**config.mk**
```make
export PLATFORM = sky130hd
export DESIGN_NAME = outclk_channel
export DESIGN_NICKNAME = d
export VERILOG_FILES = /design/src/rtl/outclk_pkg.sv /design/src/rtl/outclk_srcmux.sv /design/src/rtl/outclk_ctrl.sv /design/src/rtl/outclk_datapath.sv /design/src/rtl/outclk_channel.sv
export SDC_FILE = /design/constraint.sdc
export NUM_CORES = 1
export LEC_CHECK = 0
export BUFFER_PORTS_ARGS = -buffer_cell sky130_fd_sc_hd__buf_2
export CAP_MARGIN = 20
export CORE_UTILIZATION = 47
export DETAILED_ROUTE_END_ITERATION = 8
export GPL_TIMING_DRIVEN = 0
export HOLD_SLACK_MARGIN = 0.05
export PLACE_DENSITY = 0.71
export SLEW_MARGIN = 40
export SYNTH_ARGS = -nofsm -noshare
export SYNTH_HDL_FRONTEND = slang
export SYNTH_SLANG_ARGS = --single-unit
```
**constraint.sdc**
```tcl
create_clock -name clk -period 2 [get_ports clk]
set_clock_uncertainty 0.05 [all_clocks]
set_input_delay 0.4 -clock clk [delete_from_list [all_inputs] [get_ports clk]]
set_output_delay 0.4 -clock clk [all_outputs]
set_load 0.01 [all_outputs]
```
**src/rtl/outclk_pkg.sv**
```systemverilog
package outclk_pkg;
  typedef struct packed {
    logic hold;   // clear the divider and keep the output low
    logic show;   // let the divided clock reach the pin
  } chanCtl_t;
endpackage

```
**src/rtl/outclk_srcmux.sv**
```systemverilog
module outclk_srcmux #(
  parameter int NUM_PLL = 3,
  localparam int NUM_SRC = 2 * NUM_PLL + 2,
  localparam int SEL_W = $clog2(NUM_SRC)
) (
  input  logic               refSrc,
  input  logic [NUM_PLL-1:0] pllSrc,
  input  logic [NUM_PLL-1:0] pllOn,
  input  logic [SEL_W-1:0]   srcSel,
  output logic               srcLvl,
  output logic               srcReserved,
  output logic               srcDead
);
  logic [NUM_SRC-1:0] srcVec;
  logic [NUM_SRC-1:0] deadVec;

  assign srcVec[0]  = refSrc;
  assign srcVec[1]  = 1'b0;
  assign deadVec[0] = 1'b0;
  assign deadVec[1] = 1'b0;

  for (genvar i = 0; i < NUM_PLL; i++) begin : g_pll
    assign srcVec[2*i+2]  = pllSrc[i];
    assign srcVec[2*i+3]  = ~pllSrc[i];
    assign deadVec[2*i+2] = ~pllOn[i];
    assign deadVec[2*i+3] = ~pllOn[i];
  end

  assign srcLvl      = srcVec[srcSel];
  assign srcDead     = deadVec[srcSel];
  assign srcReserved = (srcSel == SEL_W'(1));
endmodule

```
**src/rtl/outclk_ctrl.sv**
```systemverilog
module outclk_ctrl
  import outclk_pkg::*;
#(
  parameter int DIV_W = 7
) (
  input  logic             clk,
  input  logic             rstN,
  input  logic [DIV_W-1:0] divA,
  input  logic [DIV_W-1:0] divB,
  input  logic             divPick,
  input  logic             pinMode,
  input  logic             ctlPin,
  input  logic             srcReserved,
  input  logic             srcDead,
  input  logic             periodEnd,
  output logic [DIV_W-1:0] activeDiv,
  output chanCtl_t         ctl
);
  logic [DIV_W-1:0] pendingDiv;
  logic shutDown, gateLow, idle;

  assign pendingDiv = divPick ? divB : divA;
  assign shutDown   = pinMode & ~ctlPin;
  assign gateLow    = ~pinMode & ~ctlPin;
  assign idle       = (activeDiv == '0);

  always_comb begin
    ctl.hold = idle | srcReserved | srcDead | shutDown;
    ctl.show = ~(idle | srcDead | shutDown | gateLow);
  end

  always_ff @(posedge clk) begin
    if (!rstN)                       activeDiv <= '0;
    else if (ctl.hold || periodEnd)  activeDiv <= pendingDiv;
  end

  // the ratio in use moves only at a period end or while held
  a_r5_reload_at_boundary: assert property (@(posedge clk) disable iff (!rstN)
    (activeDiv != $past(activeDiv)) |-> ($past(ctl.hold) || $past(periodEnd)));
endmodule

```
**src/rtl/outclk_datapath.sv**
```systemverilog
module outclk_datapath
  import outclk_pkg::*;
#(
  parameter int DIV_W = 7
) (
  input  logic             clk,
  input  logic             rstN,
  input  logic             srcLvl,
  input  chanCtl_t         ctl,
  input  logic [DIV_W-1:0] activeDiv,
  output logic             outClk,
  output logic             periodEnd
);
  logic             srcPrev;
  logic [DIV_W-1:0] cnt;
  logic             edgeSeen, lastEdge;

  assign edgeSeen  = srcLvl ^ srcPrev;
  assign lastEdge  = edgeSeen && (cnt == activeDiv - DIV_W'(1));
  assign periodEnd = !ctl.hold && lastEdge && outClk;

  always_ff @(posedge clk) begin
    if (!rstN || ctl.hold) begin
      srcPrev <= 1'b0;
      cnt     <= '0;
      outClk  <= 1'b0;
    end else begin
      srcPrev <= srcLvl;
      if (edgeSeen) begin
        if (lastEdge) begin
          cnt    <= '0;
          outClk <= ~outClk;
        end else begin
          cnt <= cnt + DIV_W'(1);
        end
      end
    end
  end

  // the edge count never reaches the ratio in use
  a_r1_count_bound: assert property (@(posedge clk) disable iff (!rstN)
    !ctl.hold |-> (cnt < activeDiv));
  // the output only moves on a source level change
  a_r1_toggle_on_edge: assert property (@(posedge clk) disable iff (!rstN)
    (!$past(ctl.hold) && outClk != $past(outClk)) |-> $past(edgeSeen));
  // a held divider drives a low output
  a_r4_hold_low: assert property (@(posedge clk) disable iff (!rstN)
    ctl.hold |=> !outClk);
endmodule

```
**src/rtl/outclk_channel.sv**
```systemverilog
module outclk_channel
  import outclk_pkg::*;
#(
  parameter int DIV_W = 7,
  parameter int NUM_PLL = 3,
  localparam int SEL_W = $clog2(2 * NUM_PLL + 2)
) (
  input  logic               clk,
  input  logic               rstN,
  input  logic               refSrc,
  input  logic [NUM_PLL-1:0] pllSrc,
  input  logic [NUM_PLL-1:0] pllOn,
  input  logic [SEL_W-1:0]   srcSel,
  input  logic [DIV_W-1:0]   divA,
  input  logic [DIV_W-1:0]   divB,
  input  logic               divPick,
  input  logic               pinMode,
  input  logic               ctlPin,
  output logic               clkOut,
  output logic               clkOff
);
  logic srcLvl, srcReserved, srcDead, outClk, periodEnd;
  logic [DIV_W-1:0] activeDiv;
  chanCtl_t ctl;

  outclk_srcmux #(.NUM_PLL(NUM_PLL)) u_mux (
    .refSrc(refSrc), .pllSrc(pllSrc), .pllOn(pllOn), .srcSel(srcSel),
    .srcLvl(srcLvl), .srcReserved(srcReserved), .srcDead(srcDead));

  outclk_ctrl #(.DIV_W(DIV_W)) u_ctrl (
    .clk(clk), .rstN(rstN), .divA(divA), .divB(divB), .divPick(divPick),
    .pinMode(pinMode), .ctlPin(ctlPin), .srcReserved(srcReserved),
    .srcDead(srcDead), .periodEnd(periodEnd), .activeDiv(activeDiv), .ctl(ctl));

  outclk_datapath #(.DIV_W(DIV_W)) u_dp (
    .clk(clk), .rstN(rstN), .srcLvl(srcLvl), .ctl(ctl),
    .activeDiv(activeDiv), .outClk(outClk), .periodEnd(periodEnd));

  assign clkOut = outClk & ctl.show;
  assign clkOff = ~ctl.show;

  // a disabled PLL silences any channel that picks it
  for (genvar i = 0; i < NUM_PLL; i++) begin : g_chk
    a_r7_dead_pll_off: assert property (@(posedge clk) disable iff (!rstN)
      (srcSel[SEL_W-1:1] == (SEL_W-1)'(i + 1) && !pllOn[i]) |-> (clkOff && !clkOut));
  end
  // an enabled-low pin in either mode keeps the pin dark
  a_r8_pin_off: assert property (@(posedge clk) disable iff (!rstN)
    !ctlPin |-> (clkOff && !clkOut));
endmodule

```
Yosys cells after proc, flatten, opt, wreduce, memory -nomap -nowiden
Index checks and enable logic that the tools add are counted.

word-level totals
  input port bits = 29
  output and inout port bits = 2
  bits in registers = 16
  logic and storage cells = 44

cells by class
  reductions and logical operators = 9
  $add $sub $neg = 2
  magnitude comparators = 1
  eq/ne operators = 2
  bitwise logic cells = 20
  multiplexer cells = 6

operators by type and width
  cell                   count
  $mux W7                2
  $not A1 Y1             10
  $add A7 B1 Y7 const B  1
  $eq A7 B7 Y1           1
  $logic_not A7 Y1       1
  $sub A7 B1 Y7 const B  1
  $bmux W1 S3            2
  $or A1 B1 Y1           6
  $lt A3 B4 Y1 const B   1
  $and A1 B1 Y1          3
  $eq A3 B1 Y1 const B   1
  $logic_and A1 B1 Y1    3
  $logic_not A1 Y1       2
  $logic_or A1 B1 Y1     2
  $mux W1                2
  $reduce_and A2 Y1      1
  $xor A1 B1 Y1          1

Longest topological paths before layout
Gate-level depths: netlist (run 1).

  word-level depth = 9
  depth in mapped cells = 9
  mapped depth without buffers = 8

Cells and area by module
A second synthesis (run 1) with hierarchy kept.

unflattened totals
  cell total of the unflattened synthesis = 128
  area total of the unflattened synthesis = 1106.1 sq um

by module, submodules not included
  module           area an instance (sq um)  instances  cells each  sequential area each (sq um)
  outclk_datapath  593.1                     1          70          180.2
  outclk_ctrl      422.9                     1          46          140.1
  outclk_srcmux    80.1                      1          10          0.0
  outclk_channel   10.0                      1          2           0.0

Worst setup path after synthesis (run 1)
Ideal clock, no wire load.

  path kind = reg2reg
  from = register u_ctrl.activeDiv[0]
  to = register u_ctrl.activeDiv[0]
  setup slack = -145 ps
  setup time = 130 ps
  cell stages (with the launch flop) = 10
  path buffers = 1
  required time = 1820 ps
  arrival = 1965 ps
  period minus slack after synthesis = 2145 ps
  cell sequence = dfxtp_1 inv_1 ha_1 o21ba_1 a221oi_1 a41oi_1 a2111oi_4 buf_6 a21o_4 a211oi_2

on the way
  cells in the longest elaborated chain, start to end = 8
  elaborated cells between the ends (all ways) = 11
  those cells by class = add/sub (1); eq/ne (1); bitwise (3); reduce/logical (6)

RTL lines
  element                                                                RTL line           text
  start: declaration                                                     outclk_ctrl.sv:16  output logic [DIV_W-1:0] activeDiv,
  start signal: assignment                                               outclk_ctrl.sv:34  else if (ctl.hold || periodEnd) activeDiv <= pendingDiv;
  parallel branches: the longest is 7 deep, another holds $sub A7 B1 Y7  -
  $logic_or A1 B1 Y1 (*)                                                 outclk_ctrl.sv:34

Every way passes the cells marked *.
A chain may end at the register's enable or synchronous reset.

Final worst setup path (run 1)
  from = register u_ctrl.activeDiv[1]
  to = register u_ctrl.activeDiv[5]

Same word-level chain as after synthesis.

==> metrics.md, run 1 <==
| Metric | Value |
|---|---|
| Classification of the worst-slack hold path | `in2reg` |
| Clk root buf | `clkbuf_4` |
| Fmax | `454 MHz` |
| Total GRT Usage | `0.239` |
| First-pass GRT wire length | `about 4.9 mm` |
| Final Hold Vio Count | `0` |
| Post-Synthesis Cells | `140` |
| ANT cells | `0` |
| RSZ-0062 raised after global routing | `true` |
| Clock sink count | `16` |
| # Max-Cap Violations | `0` |
| Area of the die | `between 0.002 and 0.003 mm^2` |
| Worst setup EP type | `flip-flop` |
| Number of flops mapped to enable cells by yosys | `0` |
| Fin crit share | `1.10` |
| Residual DRC count | `0` |
| Sw frac | `0.355` |
| DP HPWL | `2.18 mm` |
| Clock Path Buffers | `2` |
| Register area share after synthesis | `0.264` |
| Worst EP required | `between 2000 and 2500 ps` |
| Worst-margin pin slew | `471 ps` |
| Post-synthesis cell area | `around 0.0012 mm^2` |
| Final max-slew violation count | `0` |
| Width of the die | `52.8 um` |
| # setup viols final | `15` |
| Antenna viol nets, final | `0` |
| Initial antenna violation count | `0` |
| Layout cells sized above 1 | `0.411` |
| Combinational power share | `0.385` |
| Outcome | `complete, but fails checks` |
| Initial core utilization | `0.494` |
| Vias/cell | `~5.9` |
| Ys flop type | `dfxtp_1` |
| Vias in the first global route | `around 1200` |
| Critical Path AT | `between 2000 and 2500 ps` |
| Slew Limit Headroom | `0.685` |
| Failing checks | `negative setup slack` |
| CORE AREA | `about 0.0025 mm^2` |
| Pleak | `around 0.62 nW` |
| Syn Nets | `~170` |
| Simple-gate share of the synthesized area | `0.206` |
| Routed len/inst | `about 14 um` |
| Layout Cells excl Fill | `approximately 210` |
| Total global routing overflow | `0` |
| Synth cell types | `39` |
| Largest fanout on the critical path | `5` |
| Sequential Power Share | `0.388` |
| Die height | `around 53 um` |
| Synth warnings | `0` |
| Synth Register Bits | `16` |
| Int Power | `about 0.64 mW` |
| Pwr Density | `about 630 mW/mm^2` |
| CTS buffer count | `3` |
| Row cnt | `18` |
| Startpoint class of the critical path | `flip-flop` |
| Largest family of logic cells by synthesized area | `compound AO/OA/AOI/OAI gates` |
| Mux contribution to synthesized area | `0.0826` |
| Avg Cell Area, Syn | `8.66 um^2` |
| Most frequent cells in the layout | `buf_2, nand2_1, dfxtp_1, mux2i_1, nand3_1` |
| Min setup slack post-route | `-204 ps` |
| H-tree depth | `1` |
| Peak VDD IR | `0.467 mV` |
| Clock Latency Late Sink | `around 290 ps` |
| Total number of vias | `between 1000 and 1500` |
| Placed cell count | `about 200` |
| Setup CP Type | `reg2reg` |
| Area fraction in compound gates after synthesis | `0.286` |
| I/O Pins | `31` |
| Commonest non-fill, non-tap cell in the layout | `buf_2` |
| Ys async rst share | `0` |
| 1st-iter DRT viols | `8` |
| Psw | `between 0.3 and 0.4 mW` |
| CTS tree | `done` |
| Clock power frac | `0.227` |
| Initial DRT Pass Iterations | `4` |
| Final nets | `between 200 and 250` |
| Clk pin slew, worst setup/hold paths | `approximately 100 ps` |
| GP Congestion | `0.759` |
| Synth-to-Final Area Change | `29.5%` |
| Port Buffers | `27` |
| Setup TNS Final | `-2340 ps` |
| Area share of fa/ha/maj cells after synthesis | `0.0310` |
| Largest net degree at the start of global routing | `11` |
| Post-layout min period | `around 2200 ps` |
| Final Core Density | `0.640` |
| XOR/XNOR Fraction of Synth Area | `0.0795` |
| Routed WL | `approximately 3 mm` |
per-layer routing:
metal  GRT usage  share of wire  vias up
met4      0.0921          0.011        0
met3      0.0290          0.025        4
met5           0              0        -
li1            -              -      602
met2       0.445           0.51       24
met1       0.270           0.45      581
metrics by stage:
step | total power [mW] | hold WS, ps | setup slack [ps] | area (um^2)
2_1_floorplan | 0.619 | 418 | -101 | 1240
3_3_place_gp | 0.684 | 446 | -276 | 1410
3_5_place_dp | 0.701 | 445 | -307 | 1410
4_1_cts | 0.981 | 418 | -209 | 1540
5_1_grt | 1.05 | 442 | -318 | 1570
6_report | 0.992 | 415 | -204 | 1570
registers in the layout (all words and copies together), names as in the netlist:
name / flops
u_ctrl.activeDiv: 7
u_dp.outClk: 1
u_dp.srcPrev: 1
u_dp.cnt: 7
cells by family (layout without fill, tap and decap cells):
logic type	count (synthesis)	after routing
AOI/OAI and AO/OA	39	39
xor gates and xnor gates	11	11
adders and majority gates	3	3
buffers and inverters	12	47
DFF	16	16
muxes	10	10
and+or+nand+nor	49	49
area by class of cell:
type | count | area, um^2
fillers | 220 | 885
multi-input cells | 112 | 927
plain buffers | 5 | 33.8
flip-flops and latches | 16 | 334
inverters | 5 | 21.3
well taps | 30 | 37.5
repair buffers | 33 | 180
clock buffers | 4 | 36.3
cells in the mapped netlist (all sizes together) (2+ instances only):
| library cell | number | share of area |
|---|---|---|
| buf | 5 | 0.029 |
| o31ai | 2 | 0.017 |
| nand3 | 11 | 0.045 |
| nand3b | 2 | 0.012 |
| clkbuf | 2 | 0.0062 |
| a21oi | 4 | 0.017 |
| nand4b | 2 | 0.014 |
| a211oi | 14 | 0.12 |
| nor2 | 7 | 0.022 |
| xor2 | 7 | 0.051 |
| or2 | 2 | 0.010 |
| ha | 3 | 0.031 |
| a31oi | 6 | 0.031 |
| nand2 | 15 | 0.046 |
| xnor2 | 4 | 0.029 |
| or4 | 5 | 0.031 |
| inv | 5 | 0.015 |
| dfxtp | 16 | 0.26 |
| o21ai | 4 | 0.017 |
| mux2i | 10 | 0.083 |
path summary, 6_finish.rpt:
check,end,depth (start not counted),slack (ps),startpoint
worst max-delay path,u_ctrl.activeDiv[5],7,-200,u_ctrl.activeDiv[1]
worst min-delay path,u_ctrl.activeDiv[0],3,420,divA[0]
worst max register to register,u_ctrl.activeDiv[5],7,-200,u_ctrl.activeDiv[1]
worst min register to register,u_dp.outClk,2,480,u_dp.outClk
worst max-delay path, cell delays in order (launching register included):
cell       delay, ps
dfxtp_4          380
or4_4            540
a31oi_4          170
o31ai_4          110
a2111oi_4        390
buf_4            220
a211oi_1          80
a211oi_2         190
power by group through the flow:
stage / sequential, mW / combinational (mW) / clock, mW
after floorplan: 0.373 / 0.246 / 0
after global placement: 0.384 / 0.300 / 0
after detailed placement: 0.385 / 0.316 / 0
after CTS: 0.386 / 0.370 / 0.226
after global routing: 0.390 / 0.418 / 0.239
final: 0.385 / 0.382 / 0.225
what timing repair did:
| item | 4_1_cts | 5_1_grt |
|---|---|---|
| setup buffers | 3 | 2 |
| setup endpoints to repair | 16 | 17 |
| gates resized for setup | 19 | 4 |
| gates cloned | 1 | 0 |
| pin swaps | 11 | 0 |
| hold buffers | 0 | 0 |
(Power assumes the default switching activity.)
==> inputs of run 2 (changes only) <==
Settings changed: SETUP_SLACK_MARGIN set to 0.1.
==> run 2 against run 1 <==
Effect of this change:
- the flow still finishes with violations (negative setup slack)
- combinational power decreased by 6.8%
- largest cell class unchanged
- flip-flop and latch count unchanged
- clock power decreased by 23%
- non-clock buffer count unchanged
==> metrics.md, run 2 (same netlist as run 1, synthesis figures left out) <==
| Metric | Value |
|---|---|
| Largest net degree at the start of global routing | `11 (unchanged)` |
| Register area | `329 um^2 (was 334 um^2)` |
| Multi-input gate area | `892 um^2 (was 927 um^2)` |
| Critical-path cell list | `or4_4, a31oi_4, o31ai_4, a2111oi_4, buf_6, a21o_4, a211oi_2 (was or4_4, a31oi_4, o31ai_4, a2111oi_4, buf_4, a211oi_1, a211oi_2)` |
| Initial core utilization | `0.494 (unchanged)` |
| I/O Pins | `31 (unchanged)` |
| Hold path start | `divA[3] (was divA[0])` |
| Residual DRC count | `0 (unchanged)` |
| Antenna viol nets, final | `0 (unchanged)` |
| Most frequent cells in the layout | `buf_2, nand2_1, nand3_1, dfxtp_1, mux2i_1 (was buf_2, nand2_1, dfxtp_1, mux2i_1, nand3_1)` |
| Post-place setup slack | `-308 ps (was -307 ps)` |
| H-tree depth | `1 (unchanged)` |
| # Max-Cap Violations | `0 (unchanged)` |
| Final max-slew violation count | `0 (unchanged)` |
| Outcome | `complete, but fails checks (unchanged)` |
| Pwr Density | `599 mW/mm^2 (was 632 mW/mm^2)` |
| Final Hold Vio Count | `0 (unchanged)` |
| Worst-margin pin slew | `484 ps (was 471 ps)` |
| GP Congestion | `0.767 (was 0.759)` |
| CP peak stage delay | `550 ps (was 540 ps)` |
| Setup CP Type | `reg2reg (unchanged)` |
| R2r startpoint | `u_ctrl.activeDiv[1] (unchanged)` |
| Fmax | `451 MHz (was 454 MHz)` |
| Post-layout min period | `2220 ps (was 2200 ps)` |
| Worst path top cell family by delay | `compound AO/OA/AOI/OAI gates (unchanged)` |
| Commonest non-fill, non-tap cell in the layout | `buf_2 (unchanged)` |
| Routed WL | `2.82 mm (was 2.93 mm)` |
| Vias in the first global route | `1097 (was 1169)` |
| RSZ-0062 raised after global routing | `true (unchanged)` |
| Worst Setup SP | `u_ctrl.activeDiv[1] (unchanged)` |
| Clock Path Buffers | `2 (unchanged)` |
| Port Buffers | `27 (unchanged)` |
| Failing checks | `negative setup slack (unchanged)` |
| First-pass GRT wire length | `4.58 mm (was 4.90 mm)` |
| 1st-iter DRT viols | `17 (was 8)` |
| Slowest library cell on the worst path | `or4_4 (unchanged)` |
| Min setup slack post-route | `-216 ps (was -204 ps)` |
| CTS Hold Bufs | `0 (unchanged)` |
| Die height | `52.8 um (unchanged)` |
| Routed len/inst | `13.8 um (was 14.3 um)` |
| Worst setup EP type | `flip-flop (unchanged)` |
| Row cnt | `18 (unchanged)` |
| Pleak | `0.601 nW (was 0.619 nW)` |
| # setup viols final | `15 (unchanged)` |
| Placed Area | `0.00141 mm^2 (about the same)` |
| CORE AREA | `0.00245 mm^2 (unchanged)` |
| Clock Latency Late Sink | `290 ps (about the same)` |
| Slew Limit Headroom | `0.677 (was 0.685)` |
| Width of the die | `52.8 um (unchanged)` |
| Layout cells sized above 1 | `0.362 (was 0.411)` |
| Total number of vias | `1206 (was 1211)` |
| Clk pin slew, worst setup/hold paths | `100 ps (about the same)` |
| CTS tree | `done (unchanged)` |
| Clock sink count | `16 (unchanged)` |
| Classification of the worst-slack hold path | `in2reg (unchanged)` |
| ANT cells | `0 (unchanged)` |
| Synth-to-Final Area Change | `25.3% (was 29.5%)` |
| Largest fanout on the critical path | `7 (was 5)` |
| Fin crit share | `1.11 (was 1.10)` |
| Startpoint class of the critical path | `flip-flop (unchanged)` |
| Final instance area | `0.00152 mm^2 (was 0.00157 mm^2)` |
| Setup TNS Final | `-2780 ps (was -2340 ps)` |
| Worst EP required | `2120 ps (was 2170 ps)` |
| Critical Path AT | `2340 ps (was 2380 ps)` |
| DP HPWL | `2.09 mm (was 2.18 mm)` |
| Area of the die | `0.00279 mm^2 (unchanged)` |
| Final nets | `208 (unchanged)` |
| Overall Power | `0.911 mW (was 0.992 mW)` |
| Layout fillers | `223 (was 220)` |
| Buf/Inv on CP | `1 (unchanged)` |
| Clk root buf | `clkbuf_4 (unchanged)` |
| Vias/cell | `5.91 (about the same)` |
| Total GRT Usage | `0.219 (was 0.239)` |
| Peak VDD IR | `0.475 mV (was 0.467 mV)` |
| Initial antenna violation count | `0 (unchanged)` |
| Initial DRT Pass Iterations | `4 (unchanged)` |
| CTS buffer count | `3 (unchanged)` |
| Top flop regs | `u_ctrl.activeDiv (7), u_dp.cnt (7) (unchanged)` |
| Total global routing overflow | `0 (unchanged)` |
run 2: cell type report:
type / instances / area share
Tap cell: 30 / 0.0247
Timing Repair Buffer: 31 / 0.109
Buffer: 7 / 0.0354
Multi-Input combinational cell: 112 / 0.587
Clock buffer: 3 / 0.0148
Sequential cell: 16 / 0.217
Inverter: 5 / 0.0124
run 2: stage by stage:
stage | hold slack, ps | instances | utilization
2_1_floorplan | 418 | 140 | -
3_3_place_gp | 442 | 197 | 0.576
3_5_place_dp | 449 | 197 | 0.576
4_1_cts | 420 | 204 | 0.619
5_1_grt | 417 | 204 | 0.619
6_report | 419 | 204 | 0.619
run 2: worst register-to-register path, delay by kind of cell, from the launching register on:
family          cells  cell delay (ps)
buf+inv             1              180
flops               1              360
simple gates        1              550
compound gates      5              970
run 2: metal layers:
layer  part of all wire  global-route usage  wire (um)
met5                  0                   0          0
met4             0.0071              0.0833         20
met3              0.038              0.0290        106
met2               0.50               0.409       1410
met1               0.46               0.245       1290
run 2: path summary, 6_finish.rpt:
kind / to / slack [ps] / cells after the start
setup / recovery: u_ctrl.activeDiv[4] / -220 / 7
hold / removal: u_ctrl.activeDiv[3] / 420 / 3
setup reg to reg: u_ctrl.activeDiv[4] / -220 / 7
hold reg to reg: u_dp.outClk / 470 / 2
run 2: repair_timing:
item                       4_1_cts  5_1_grt
gates cloned                     1        0
pin swaps                        8        0
resized for setup               12        0
setup buffers                    3        0
setup endpoints to repair       17       17
run 2: power by group:
part	switching (mW)	total [mW]	internal (mW)
Sequential	0.0357	0.380	0.344
Combinational	0.187	0.356	0.169
Clock	0.104	0.174	0.0699
Total	0.327	0.911	0.584
==> inputs of run 3 (changes only) <==
Settings changed: CORE_UTILIZATION 47 to 51, PLACE_DENSITY 0.71 to 0.74, SYNTH_HIERARCHICAL set to 1.
Clock period 2 ns to 2.5 ns, I/O delays scaled along.
==> run 3 against run 2 <==
Effect of this change:
- the flow now finishes without violations
- global-route usage up 0.46 points
- cell count is 4.9% lower
- area after synthesis decreased by 8.8%
- fmax fell by 11%
- sequential power down 22%
- critical endpoint is now u_ctrl/activeDiv[3]
- largest power group unchanged
==> metrics.md, run 3 <==
| Metric | Value |
|---|---|
| Vias/cell | `5.22 (was 5.91)` |
| Synth Register Bits | `16 (unchanged)` |
| Synth area leader | `dfxtp_1 (unchanged)` |
| Final max-slew violation count | `0 (unchanged)` |
| Sequential Power Share | `0.415 (was 0.417)` |
| Initial antenna violation count | `0 (unchanged)` |
| Classification of the worst-slack hold path | `reg2reg (was in2reg)` |
| Final Hold Vio Count | `0 (unchanged)` |
| Share of the synthesized area in the top cell type | `0.290 (was 0.264)` |
| Commonest cells post-synth | `nand2_1, dfxtp_1, mux2i_1, xor2_1, mux2_2 (was dfxtp_1, nand2_1, nand3_1, mux2i_1)` |
| Routed len/inst | `11.9 um (was 13.8 um)` |
| First-pass GRT wire length | `4.11 mm (was 4.58 mm)` |
| Commonest non-fill, non-tap cell in the layout | `buf_2 (unchanged)` |
| Ys async rst share | `0 (unchanged)` |
| Layout Cells excl Fill | `194 (was 204)` |
| Layout cells sized above 1 | `0.377 (was 0.362)` |
| Setup CP Type | `reg2reg (unchanged)` |
| CTS tree | `done (unchanged)` |
| Combinational power share | `0.341 (was 0.391)` |
| Vias in the first global route | `1012 (was 1097)` |
| Initial DRT Pass Iterations | `6 (was 4)` |
| Initial core utilization | `0.553 (was 0.494)` |
| Pleak | `0.628 nW (was 0.601 nW)` |
| Syn Nets | `159 (was 172)` |
| Largest fanout on the critical path | `7 (unchanged)` |
| Total global routing overflow | `0 (unchanged)` |
| Slew Limit Headroom | `0.731 (was 0.677)` |
| Area contributors post-synth | `dfxtp_1, mux2i_1, nand2_1, xor2_1, mux2_2 (was dfxtp_1, mux2i_1, a211oi_2, xor2_1, nand2_1)` |
| Sw frac | `0.317 (was 0.359)` |
| Startpoint class of the critical path | `flip-flop (unchanged)` |
| Critical Path AT | `2650 ps (was 2340 ps)` |
| Clk pin slew, worst setup/hold paths | `100 ps (about the same)` |
| ANT cells | `0 (unchanged)` |
| Overall Power | `0.714 mW (was 0.911 mW)` |
| Outcome | `complete, no violations (was complete, but fails checks)` |
| Area of the die | `0.00236 mm^2 (was 0.00279 mm^2)` |
| Setup TNS Final | `0 ps (was -2780 ps)` |
| Width of the die | `48.6 um (was 52.8 um)` |
| Synth warnings | `6 (was 0)` |
| Residual DRC count | `0 (unchanged)` |
| Largest net degree at the start of global routing | `11 (unchanged)` |
| Pwr Density | `504 mW/mm^2 (was 599 mW/mm^2)` |
| Post-synthesis cell area | `0.00111 mm^2 (was 0.00121 mm^2)` |
| Routed WL | `2.31 mm (was 2.82 mm)` |
| Port Buffers | `29 (was 27)` |
| GP Congestion | `0.862 (was 0.767)` |
| Clock power frac | `0.244 (was 0.191)` |
| Worst setup EP type | `flip-flop (unchanged)` |
| Final nets | `199 (was 208)` |
| I/O Pins | `31 (unchanged)` |
| Synth-to-Final Area Change | `27.9% (was 25.3%)` |
| # setup viols final | `0 (was 15)` |
| Dominant cell by count in the synthesized netlist | `nand2_1 (was dfxtp_1)` |
| CTS buffer count | `3 (unchanged)` |
| Post-layout min period | `2480 ps (was 2220 ps)` |
| Post-Synthesis Cells | `128 (was 140)` |
| # Max-Cap Violations | `0 (unchanged)` |
| Placed Area | `0.00129 mm^2 (was 0.00141 mm^2)` |
| Fmax | `403 MHz (was 451 MHz)` |
| Placed cell count | `184 (was 197)` |
| Most frequent cells in the layout | `buf_2, nand2_1, dfxtp_1, mux2i_1, xor2_1 (was buf_2, nand2_1, nand3_1, dfxtp_1, mux2i_1)` |
| CORE AREA | `0.00200 mm^2 (was 0.00245 mm^2)` |
| Worst EP required | `2670 ps (was 2120 ps)` |
| Clock Latency Late Sink | `290 ps (about the same)` |
| CTS Hold Bufs | `0 (unchanged)` |
| Final instance area | `0.00142 mm^2 (was 0.00152 mm^2)` |
| Synth cell types | `34 (was 39)` |
| Top flop regs | `u_ctrl/activeDiv (7), u_dp/cnt (7) (was u_ctrl.activeDiv (7), u_dp.cnt (7))` |
| Ys flop type | `dfxtp_1 (unchanged)` |
| Clock Path Buffers | `2 (unchanged)` |
| Peak VDD IR | `0.383 mV (was 0.475 mV)` |
| Register area share after synthesis | `0.290 (was 0.264)` |
| Total GRT Usage | `0.223 (was 0.219)` |
| Worst-margin pin slew | `401 ps (was 484 ps)` |
| Total number of vias | `1012 (was 1206)` |
| Antenna viol nets, final | `0 (unchanged)` |
| Clock sink count | `16 (unchanged)` |
| Int Power | `0.488 mW (was 0.584 mW)` |
| Psw | `0.226 mW (was 0.327 mW)` |
| Clk root buf | `clkbuf_4 (unchanged)` |
| Die height | `48.6 um (was 52.8 um)` |
| Row cnt | `16 (was 18)` |
| Number of flops mapped to enable cells by yosys | `0 (unchanged)` |
| Fin crit share | `0.992 (was 1.11)` |
| Avg Cell Area, Syn | `8.64 um^2 (was 8.66 um^2)` |
| RSZ-0062 raised after global routing | `true (unchanged)` |
| DP HPWL | `1.76 mm (was 2.09 mm)` |
| H-tree depth | `1 (unchanged)` |
| 1st-iter DRT viols | `13 (was 17)` |
[run 3: logic make-up after synthesis]
| kind of cell | synth area share |
|---|---|
| and+or+nand+nor | 0.277 |
| xor gates and xnor gates | 0.111 |
| adders and majority gates | 0.0226 |
| buffers and inverters | 0.0317 |
| AOI/OAI and AO/OA | 0.0973 |
| muxes | 0.171 |
| DFF | 0.290 |
[run 3: repair_timing]
item / 4_1_cts / 5_1_grt
buffers inserted: 4 / 2
resized for setup: 8 / 4
pin swaps: 3 / 1
setup endpoints to repair: 15 / 7
[run 3: worst max-delay path: stages, from the launching register on]
cell,delay (ps)
dfxtp_4,360
or4_4,510
or3_4,340
a211oi_2,210
nor4b_4,290
and3b_1,200
nand3b_4,130
buf_8,130
mux2i_1,200
[run 3: path summary, 6_finish.rpt]
kind / start / endpoint / slack [ps] / cells after the start
hold reg to reg: u_dp/outClk / u_dp/outClk / 440 / 2
setup / recovery: u_ctrl/activeDiv[0] / u_ctrl/activeDiv[3] / 20 / 8
setup reg to reg: u_ctrl/activeDiv[0] / u_ctrl/activeDiv[3] / 20 / 8
hold / removal: u_dp/outClk / u_dp/outClk / 440 / 2
[run 3: area by class of cell]
type	count	area, um^2
flip-flops and latches	16	329
clock buffers	4	36.3
well taps	27	33.8
repair buffers	35	193
inverters	4	15.0
multi-input cells	105	785
plain buffers	3	23.8
fillers	162	587
[run 3: routing by layer]
metal,GRT usage,wire length [um],vias up
li1,-,-,526
met1,0.253,1030,460
met2,0.408,1180,24
met3,0.0660,93,2
met4,0.0539,11,0
met5,0,0,-
[run 3: metrics by stage]
step | hold WS [ps] | setup WS, ps | utilization
floorplan | 397 | -190 | -
global route | 455 | -54.0 | 0.707
finish | 437 | 20.2 | 0.707
detailed placement | 428 | -802 | 0.646
CTS | 441 | 31.4 | 0.689
global placement | 418 | -749 | 0.646
[run 3: power by group through the flow]
stage	Combinational (mW)	Clock, mW	Sequential, mW
finish	0.244	0.174	0.296
detailed placement	0.208	0	0.303
global placement	0.199	0	0.303
floorplan	0.159	0	0.297
global route	0.269	0.188	0.299
CTS	0.233	0.172	0.295
